## config.mk

```make
export PLATFORM = sky130hd
export DESIGN_NAME = spi_burst_mmio
export DESIGN_NICKNAME = d
export VERILOG_FILES = /design/src/rtl/spi_burst_pkg.sv /design/src/rtl/spi_burst_regs.sv /design/src/rtl/spi_burst_clkgen.sv /design/src/rtl/spi_burst_shifter.sv /design/src/rtl/spi_burst_mmio.sv
export SDC_FILE = /design/constraint.sdc
export NUM_CORES = 1
export LEC_CHECK = 0
export BUFFER_PORTS_ARGS = -buffer_cell sky130_fd_sc_hd__buf_2
export CORE_UTILIZATION = 56
export DETAILED_ROUTE_END_ITERATION = 8
export GPL_TIMING_DRIVEN = 0
export PLACE_DENSITY = 0.81
export SYNTH_ARGS = -nofsm -noshare
export SYNTH_HDL_FRONTEND = slang
export SYNTH_SLANG_ARGS = --single-unit
```

## constraint.sdc

```tcl
create_clock -name clk -period 3.35 [get_ports clk]
set_clock_uncertainty 0.1 [all_clocks]
set_input_delay 0.1675 -clock clk [delete_from_list [all_inputs] [get_ports clk]]
set_output_delay 0.1675 -clock clk [all_outputs]
set_load 0.05 [all_outputs]
```

## src/rtl/spi_burst_pkg.sv

```systemverilog
`timescale 1ns/1ps
package spi_burst_pkg;
  // control word bit positions
  localparam int CTRL_GO_BURST = 0;
  localparam int CTRL_GO_BYTE  = 1;
  localparam int CTRL_SEL      = 2;
  localparam int CTRL_DIV_LSB  = 8;
  localparam int CTRL_BUSY     = 31;

  // word select codes
  localparam logic SEL_CTRL = 1'b0;
  localparam logic SEL_DATA = 1'b1;

  typedef enum logic [1:0] {
    XFER_NONE  = 2'd0,
    XFER_BYTE  = 2'd1,
    XFER_BURST = 2'd2
  } xfer_e;
endpackage

```

## src/rtl/spi_burst_regs.sv

```systemverilog
`timescale 1ns/1ps
module spi_burst_regs
  import spi_burst_pkg::*;
#(
  parameter int DATA_W = 64,
  parameter int DIV_W  = 8
) (
  input  logic              clk,
  input  logic              rst,
  input  logic              bus_we,
  input  logic              bus_addr,
  input  logic [DIV_W-1:0]  wr_div,
  input  logic              wr_sel,
  input  logic              wr_go_burst,
  input  logic              wr_go_byte,
  input  logic              busy,
  input  logic [DATA_W-1:0] data_q,
  output logic [DATA_W-1:0] bus_rdata,
  output logic [DIV_W-1:0]  div_q,
  output logic              cs_n_q,
  output xfer_e             start_kind,
  output logic              data_we
);
  logic              ctrl_we;
  logic [DATA_W-1:0] ctrl_word;

  // writes are accepted only while the engine is idle
  always_comb begin
    ctrl_we = bus_we && (bus_addr == SEL_CTRL) && !busy;
    data_we = bus_we && (bus_addr == SEL_DATA) && !busy;
    start_kind = XFER_NONE;
    if (ctrl_we) begin
      if (wr_go_burst)     start_kind = XFER_BURST;
      else if (wr_go_byte) start_kind = XFER_BYTE;
    end
  end

  always_comb begin
    ctrl_word = '0;
    ctrl_word[CTRL_DIV_LSB +: DIV_W] = div_q;
    ctrl_word[CTRL_SEL]              = ~cs_n_q;
    ctrl_word[CTRL_BUSY]             = busy;
  end

  always_ff @(posedge clk) begin
    if (rst) begin
      div_q     <= '0;
      cs_n_q    <= 1'b1;
      bus_rdata <= '0;
    end else begin
      if (ctrl_we) begin
        div_q  <= wr_div;
        cs_n_q <= ~wr_sel;
      end
      bus_rdata <= (bus_addr == SEL_DATA) ? data_q : ctrl_word;
    end
  end
endmodule

```

## src/rtl/spi_burst_clkgen.sv

```systemverilog
`timescale 1ns/1ps
module spi_burst_clkgen #(
  parameter int DIV_W = 8
) (
  input  logic             clk,
  input  logic             rst,
  input  logic             run,
  input  logic [DIV_W-1:0] div,
  output logic             tick
);
  logic [DIV_W-1:0] cnt_q;

  // one tick per half period of the serial clock
  assign tick = run && (cnt_q == div);

  always_ff @(posedge clk) begin
    if (rst) begin
      cnt_q <= '0;
    end else if (!run || tick) begin
      cnt_q <= '0;
    end else begin
      cnt_q <= cnt_q + 1'b1;
    end
  end
endmodule

```

## src/rtl/spi_burst_shifter.sv

```systemverilog
`timescale 1ns/1ps
module spi_burst_shifter
  import spi_burst_pkg::*;
#(
  parameter int DATA_W = 64
) (
  input  logic              clk,
  input  logic              rst,
  input  logic              tick,
  input  xfer_e             start_kind,
  input  logic              data_we,
  input  logic [DATA_W-1:0] wr_data,
  input  logic              miso,
  output logic [DATA_W-1:0] data_q,
  output logic              busy_q,
  output logic              sck_q,
  output logic              mosi_q
);
  localparam int CNT_W = $clog2(DATA_W);
  localparam logic [CNT_W-1:0] LAST_BURST = CNT_W'(DATA_W - 1);
  localparam logic [CNT_W-1:0] LAST_BYTE  = CNT_W'(7);

  logic [CNT_W-1:0] cnt_q;
  logic [CNT_W-1:0] last_q;
  logic [CNT_W-1:0] cnt_nxt;

  // wire order: byte index ascending, bit index descending inside a byte
  function automatic logic [CNT_W-1:0] wire_pos(input logic [CNT_W-1:0] i);
    return {i[CNT_W-1:3], ~i[2:0]};
  endfunction

  assign cnt_nxt = cnt_q + 1'b1;

  always_ff @(posedge clk) begin
    if (rst) begin
      data_q <= '0;
      busy_q <= 1'b0;
      sck_q  <= 1'b0;
      mosi_q <= 1'b1;
      cnt_q  <= '0;
      last_q <= '0;
    end else if (!busy_q) begin
      if (data_we) data_q <= wr_data;
      if (start_kind != XFER_NONE) begin
        busy_q <= 1'b1;
        sck_q  <= 1'b0;
        cnt_q  <= '0;
        last_q <= (start_kind == XFER_BYTE) ? LAST_BYTE : LAST_BURST;
        mosi_q <= data_q[wire_pos('0)];
      end
    end else if (tick) begin
      if (!sck_q) begin
        sck_q                  <= 1'b1;
        data_q[wire_pos(cnt_q)] <= miso;
      end else begin
        sck_q <= 1'b0;
        if (cnt_q == last_q) begin
          busy_q <= 1'b0;
        end else begin
          cnt_q  <= cnt_nxt;
          mosi_q <= data_q[wire_pos(cnt_nxt)];
        end
      end
    end
  end
endmodule

```

## src/rtl/spi_burst_mmio.sv

```systemverilog
`timescale 1ns/1ps
module spi_burst_mmio
  import spi_burst_pkg::*;
#(
  parameter int DATA_W = 64,
  parameter int DIV_W  = 8
) (
  input  logic              clk,
  input  logic              rst,
  input  logic              bus_we,
  input  logic              bus_addr,
  input  logic [DATA_W-1:0] bus_wdata,
  output logic [DATA_W-1:0] bus_rdata,
  output logic              spi_sck,
  output logic              spi_mosi,
  input  logic              spi_miso,
  output logic              spi_cs_n
);
  logic              busy_w;
  logic              tick_w;
  logic              data_we_w;
  logic [DIV_W-1:0]  div_w;
  logic [DATA_W-1:0] data_w;
  xfer_e             start_w;

  spi_burst_regs #(.DATA_W(DATA_W), .DIV_W(DIV_W)) u_regs (
    .clk         (clk),
    .rst         (rst),
    .bus_we      (bus_we),
    .bus_addr    (bus_addr),
    .wr_div      (bus_wdata[CTRL_DIV_LSB +: DIV_W]),
    .wr_sel      (bus_wdata[CTRL_SEL]),
    .wr_go_burst (bus_wdata[CTRL_GO_BURST]),
    .wr_go_byte  (bus_wdata[CTRL_GO_BYTE]),
    .busy        (busy_w),
    .data_q      (data_w),
    .bus_rdata   (bus_rdata),
    .div_q       (div_w),
    .cs_n_q      (spi_cs_n),
    .start_kind  (start_w),
    .data_we     (data_we_w)
  );

  spi_burst_clkgen #(.DIV_W(DIV_W)) u_clkgen (
    .clk  (clk),
    .rst  (rst),
    .run  (busy_w),
    .div  (div_w),
    .tick (tick_w)
  );

  spi_burst_shifter #(.DATA_W(DATA_W)) u_shift (
    .clk        (clk),
    .rst        (rst),
    .tick       (tick_w),
    .start_kind (start_w),
    .data_we    (data_we_w),
    .wr_data    (bus_wdata),
    .miso       (spi_miso),
    .data_q     (data_w),
    .busy_q     (busy_w),
    .sck_q      (spi_sck),
    .mosi_q     (spi_mosi)
  );
endmodule

```

==> impl_metrics.ini, run 1 <==
[placed_design]
place_ws_ns = 0.3366
portBuffers = 133
dp.cells = 1133
place.gp.congestion = 1.013
hpwl_um = 16160
placed_cell_area_mm2 = 0.008085

[cts]
htreeDepth = 4
numCtsBuffers = 17
cts_tree = yes
clkLatencyLatePin_ns = 0.43
cts.path.max_buffers = 2
clkTransAtPathRegs_ns = 0.06
root_buffer = clkbuf_16
clock_sinks = 156
cts_resized = 0

[drt]
firstDrtPassIters = 9
drc = 0
routedWlPerCell_um = 20.01
viasPerCell = 6.288
num_vias = 7413
drt-total-wl_um = 23600
postRouteAntennaNets = 0
drt_iter0_drc = 1045

[layout]
nets = 1065
final_common_cell = dfxtp_1
nFillCells = 994
n_antenna_cell = 0
mostFrequentLayoutCells = dfxtp_1, a21oi_1, buf_2
fin_area_mm2 = 0.008830
final_util_pct = 70.25
drive_gt1_share_pct = 21.45
layout-area-overhead-vs-synth_pct = 22.56
layout.cells.non_filler = 1179

[global_route]
met3_usage_pct = 9.205
grt_pass1_vias = 6708
grt_pass1_wl_um = 36140
overflow = 0
busiest_layer = met2
use_met1_pct = 47.83
grt_max_degree = 17
grtUsageMet2_pct = 55.13
grt_antenna_before_repair = 0
grt_use_total_pct = 36.18

[synth]
yosysTopAreaCellShare_pct = 43.35
ys_types = 48
synthesis.area_mm2 = 0.007204
synth_xor_area_share_pct = 2.449
syn-num-nets = 899
yosys.area_share.simple_pct = 16.72
ys_top_cells_by_area = dfxtp_1, a21oi_1, a311oi_1
synth_mux_area_share_pct = 7.555
synth_area_leader_cell = dfxtp_1
synth_top_flop_cell = dfxtp_1
ys_seq_elements = 156
synth_edf_count = 0
ys_seq_area_share_pct = 43.35
ys_warn_count = 0
synth-compound-area-share_pct = 24.47
ys_async_sr_fraction_pct = 0
syn_area_per_cell_um2 = 8.701
yosys.area_share.adder_pct = 0.3473
synth_cells = 828
synth_top_family_by_area = compound AO/OA/AOI/OAI gates

[hold_path]
hold_class = input port to flip-flop
hold_depth = 3

[timing]
hold-worst-slack_ns = 0.007153
finalCriticalPeriod_ns = 3.084
worstMarginPinSlew_ns = 0.9282
max-slew-margin-rel_pct = 38.12
slew_viol_final = 0
min_period_over_period_pct = 92.06
timing_hold_violations_final = 0
setup_ws_ns = 0.2660
rsz0062_at_grt = false
fmax_mhz = 324.3
fin_tns_setup_ns = 0
setup_viol = 0

[worst_setup_path]
cp_cell_sequence = ha_1 -> buf_2 -> clkbuf_1 -> mux4_2 -> mux2i_1 -> a22oi_1 -> a41oi_2 -> a21oi_1
critPathMaxFanout = 10
worst_ep_arrival_time_ns = 3.30
worstPathRequired_ns = 3.57
worst-r2r-cell-count = 8
crit_type = flip-flop to flip-flop
crit_path_top_delay_cell = clkbuf_1
endpoint_kind = flip-flop
crit_path_start_kind = flip-flop
cpPeakStageDelay_ns = 0.74

[pwr]
finalPower_mw = 4.783
power_leakage_nw = 3.469
ir_drop_uv = 311.7
power.density_mw_per_mm2 = 541.6

[floorplanning]
coreArea_mm2 = 0.01257
die_y_um = 115.4
start_util_pct = 57.32
rows = 41
die-area_mm2 = 0.01332
die_w_um = 115.4
pin_count = 136

[job]
drv_cap = 0

[run_status]
status = finished clean
==> path summary, 6_finish.rpt <==
| kind | slack (ns) | from | to |
|---|---|---|---|
| max | 0.27 | u_shift.cnt_q[0] | u_shift.mosi_q |
| min reg2reg | 0.37 | u_shift.last_q[2] | u_shift.last_q[2] |
| min | 0.007 | bus_wdata[43] | u_shift.data_q[43] |
| max reg2reg | 0.27 | u_shift.cnt_q[0] | u_shift.mosi_q |
==> layer usage <==
metal  vias to the layer above  share of wire [%]
met5                         -                  0
met4                         0                4.3
met3                        90                 11
met2                       551                 45
met1                      3418                 40
li1                       3354                  -
==> kinds of logic after synthesis <==
logic type	after synthesis
adders and majority gates	2
DFF	156
xor gates and xnor gates	18
muxes	33
buffers and inverters	81
AOI/OAI and AO/OA	294
and+or+nand+nor	244
==> power breakdown <==
group	internal [mW]	total (mW)	switching, mW
Combinational	0.276	0.751	0.475
Clock	1.16	1.96	0.799
Sequential	1.98	2.07	0.0898
==> flip-flops by register name (all words and copies together), names as in the netlist <==
name,flops
u_regs.div_q,8
u_shift.last_q,2
u_shift.busy_q,1
u_shift.cnt_q,6
u_regs.cs_n_q,1
u_shift.sck_q,1
u_shift.data_q,64
u_clkgen.cnt_q,8
u_shift.mosi_q,1
u_regs.bus_rdata,64
==> repair_timing <==
item                      in CTS  in global routing
hold endpoints to repair      13                  0
hold buffers                  14                  0
buffers inserted               0                  0
==> synthesized netlist by cell type (2+ instances only) <==
cell type,count
nor2_1,87
o21ai_1,5
mux4_2,17
nand3_1,21
xnor2_1,2
clkbuf_1,48
buf_4,10
nor4_1,2
ha_1,2
mux2i_1,15
and2_1,58
nor2b_1,5
and3_1,4
and4_1,3
xor2_1,15
nor3_1,2
inv_1,3
a21oi_1,149
or3b_1,2
a22oi_1,3
or3_1,3
o21ai_0,64
nand4_1,3
nand2_1,44
buf_1,3
dfxtp_1,156
buf_2,15
nand2b_1,3
a311oi_1,64
nor4_2,2
==> critical path, delay by kind of cell, from the launching register on <==
family	cells	cell delay [ns]
adders and majority gates	1	0.29
muxes	2	0.69
AOI/OAI and AO/OA	3	0.47
DFF	1	0.37
buffers and inverters	2	1.04
==> area by class of cell <==
class	instances	area, um^2	area share [%]
multi-input cells	591	3714	42.06
plain buffers	77	352.8	3.996
clock inverters	12	137.6	1.559
clock buffers	20	466.7	5.286
flip-flops and latches	156	3123	35.37
inverters	4	15.01	0.1700
repair buffers	147	805.8	9.126
well taps	172	215.2	2.437
Power figures use the tool's default switching activity.
==> inputs of run 2 (changes only) <==
--- a/config.mk
+++ b/config.mk
@@ -5,11 +5,13 @@
 export SDC_FILE = /design/constraint.sdc
 export NUM_CORES = 1
 export LEC_CHECK = 0
-export BUFFER_PORTS_ARGS = -buffer_cell sky130_fd_sc_hd__buf_2
-export CORE_UTILIZATION = 56
+export CELL_PAD_IN_SITES_DETAIL_PLACEMENT = 1
+export CELL_PAD_IN_SITES_GLOBAL_PLACEMENT = 1
+export CORE_UTILIZATION = 47
 export DETAILED_ROUTE_END_ITERATION = 8
+export DONT_BUFFER_PORTS = 1
 export GPL_TIMING_DRIVEN = 0
-export PLACE_DENSITY = 0.81
+export PLACE_DENSITY = 0.8
 export SYNTH_ARGS = -nofsm -noshare
 export SYNTH_HDL_FRONTEND = slang
 export SYNTH_SLANG_ARGS = --single-unit
==> run 2 against run 1 <==
Global-route usage up 0.57 points. Sequential share of layout area rose by 0.67 points. Flip-flop and latch count unchanged. Clock-buffer cell count rose by 2. Via count decreased by 1.5%.
==> impl_metrics.ini, run 2 (same netlist as run 1, synthesis figures left out) <==
[global_route]
grt_max_degree = 17
grt_use_total_pct = 36.75
grt_antenna_before_repair = 0
overflow = 0
grt_pass1_wl_um = 43970
grt_pass1_vias = 7707

[floorplanning]
die_y_um = 125.8
die_w_um = 125.8
die-area_mm2 = 0.01583
rows = 44
coreArea_mm2 = 0.01475
start_util_pct = 48.83
pin_count = 136

[pwr]
p_clk_share_pct = 40.8
combPwrFrac_pct = 13.4
power.density_mw_per_mm2 = 554.5
ir_drop_uv = 347.4
switchingPower_mw = 1.402
cell_internal_pwr_mw = 3.403
power_leakage_nw = 3.046
swShare_pct = 29.18
p_seq_share_pct = 45.8

[timing]
min_period_over_period_pct = 93.92
slew_viol_final = 0
worstMarginPinSlew_ns = 1.031
max-slew-margin-rel_pct = 31.29
fin_tns_setup_ns = 0
rsz0062_at_grt = false
setup_viol = 0
finalCriticalPeriod_ns = 3.146
fmax_mhz = 317.8
timing_hold_violations_final = 0

[run_status]
status = finished clean

[layout]
final_common_cell = dfxtp_1
n_antenna_cell = 0
nets = 982
drive_gt1_share_pct = 8.766
nFillCells = 1744
top_regs = u_regs.bus_rdata x64, u_shift.data_q x64
mostFrequentLayoutCells = dfxtp_1, a21oi_1, nor2_1
layout-area-overhead-vs-synth_pct = 20.27
fin_area_mm2 = 0.008665

[cts]
root_buffer = clkbuf_16
clkTransAtPathRegs_ns = 0.07
htreeDepth = 4
postCtsSetupRepairBufs = 0
cts_tree = yes
numCtsBuffers = 17
cts_resized = 0
cts.path.max_buffers = 2
clock_sinks = 156
clkLatencyLatePin_ns = 0.44

[placed_design]
hpwl_um = 18560
place.gp.congestion = 0.9184
portBuffers = 0
placed_cell_area_mm2 = 0.007435

[drt]
firstDrtPassIters = 5
routedWlPerCell_um = 25.87
drt-total-wl_um = 28670
postRouteAntennaNets = 0
drc = 0
num_vias = 7303
viasPerCell = 6.591
drt_iter0_drc = 679

[hold_path]
hold_class = input port to flip-flop

[worst_setup_path]
crit_path_start_kind = flip-flop
worstPathRequired_ns = 3.57
cp_cell_sequence = ha_1 -> buf_2 -> clkbuf_1 -> mux4_2 -> mux2i_1 -> a22oi_1 -> a41oi_2 -> a21oi_1
crit_path_top_delay_cell = clkbuf_1
cpPeakStageDelay_ns = 0.81
crit_type = flip-flop to flip-flop
endpoint_kind = flip-flop
worst_ep_arrival_time_ns = 3.37
critPathMaxFanout = 10

[job]
drv_cap = 0
==> run 2: through the flow <==
| step | cells | utilization (%) | power (mW) | hold WS [ns] | setup slack [ns] |
|---|---|---|---|---|---|
| after CTS | 1108 | 58.73 | 4.764 | 0.001852 | 0.3574 |
| after global placement | 1012 | 50.39 | 2.732 | 0.2085 | 0.4046 |
| after floorplan | 828 | - | 2.594 | 0.2035 | 0.9709 |
| after detailed placement | 1012 | 50.39 | 2.774 | 0.2118 | 0.3680 |
| after global routing | 1108 | 58.73 | 4.937 | 0.01663 | 0.1656 |
| final | 1108 | 58.73 | 4.805 | 0.02340 | 0.2038 |
==> run 2: area by class of cell <==
type / count / area, um^2 / share of cell area, %
clock buffers: 22 / 474.2 / 5.473
inverters: 4 / 15.01 / 0.1733
flip-flops and latches: 156 / 3123 / 36.04
repair buffers: 64 / 640.6 / 7.393
clock inverters: 10 / 115.1 / 1.329
multi-input cells: 591 / 3714 / 42.86
well taps: 184 / 230.2 / 2.657
plain buffers: 77 / 352.8 / 4.072
==> run 2: what timing repair did <==
action,CTS,global route
setup endpoints to repair,0,0
hold endpoints to repair,73,0
hold buffers,64,0
==> run 2: final timing paths <==
check / startpoint / to / slack [ns] / depth (start not counted)
min reg2reg: u_regs.div_q[6] / u_regs.div_q[6] / 0.38 / 2
max: u_shift.cnt_q[1] / u_shift.mosi_q / 0.20 / 8
min: bus_wdata[21] / u_shift.data_q[21] / 0.02 / 2
max reg2reg: u_shift.cnt_q[1] / u_shift.mosi_q / 0.20 / 8
==> run 2: per-layer routing <==
| layer | GRT usage [%] | up-vias | part of all wire (%) |
|---|---|---|---|
| met5 | 0 | - | 0 |
| met4 | 21.55 | 0 | 5.0 |
| met3 | 7.732 | 117 | 7.1 |
| met2 | 63.56 | 404 | 50 |
| met1 | 42.03 | 3609 | 38 |
| li1 | - | 3173 | - |
==> run 2: critical path: cells and delay by family, from the launching register on <==
family	cells	cell delay [ns]
compound gates	3	0.43
fa+ha+maj	1	0.29
flops	1	0.37
mux	2	0.72
buf+inv	2	1.11
==> run 2: power groups by stage <==
stage / Combinational (mW) / Clock, mW / Sequential [mW]
final: 0.643 / 1.96 / 2.20
after global routing: 0.684 / 2.04 / 2.21
after CTS: 0.615 / 1.95 / 2.20
after detailed placement: 0.539 / 0 / 2.23
after global placement: 0.505 / 0 / 2.23
after floorplan: 0.403 / 0 / 2.19
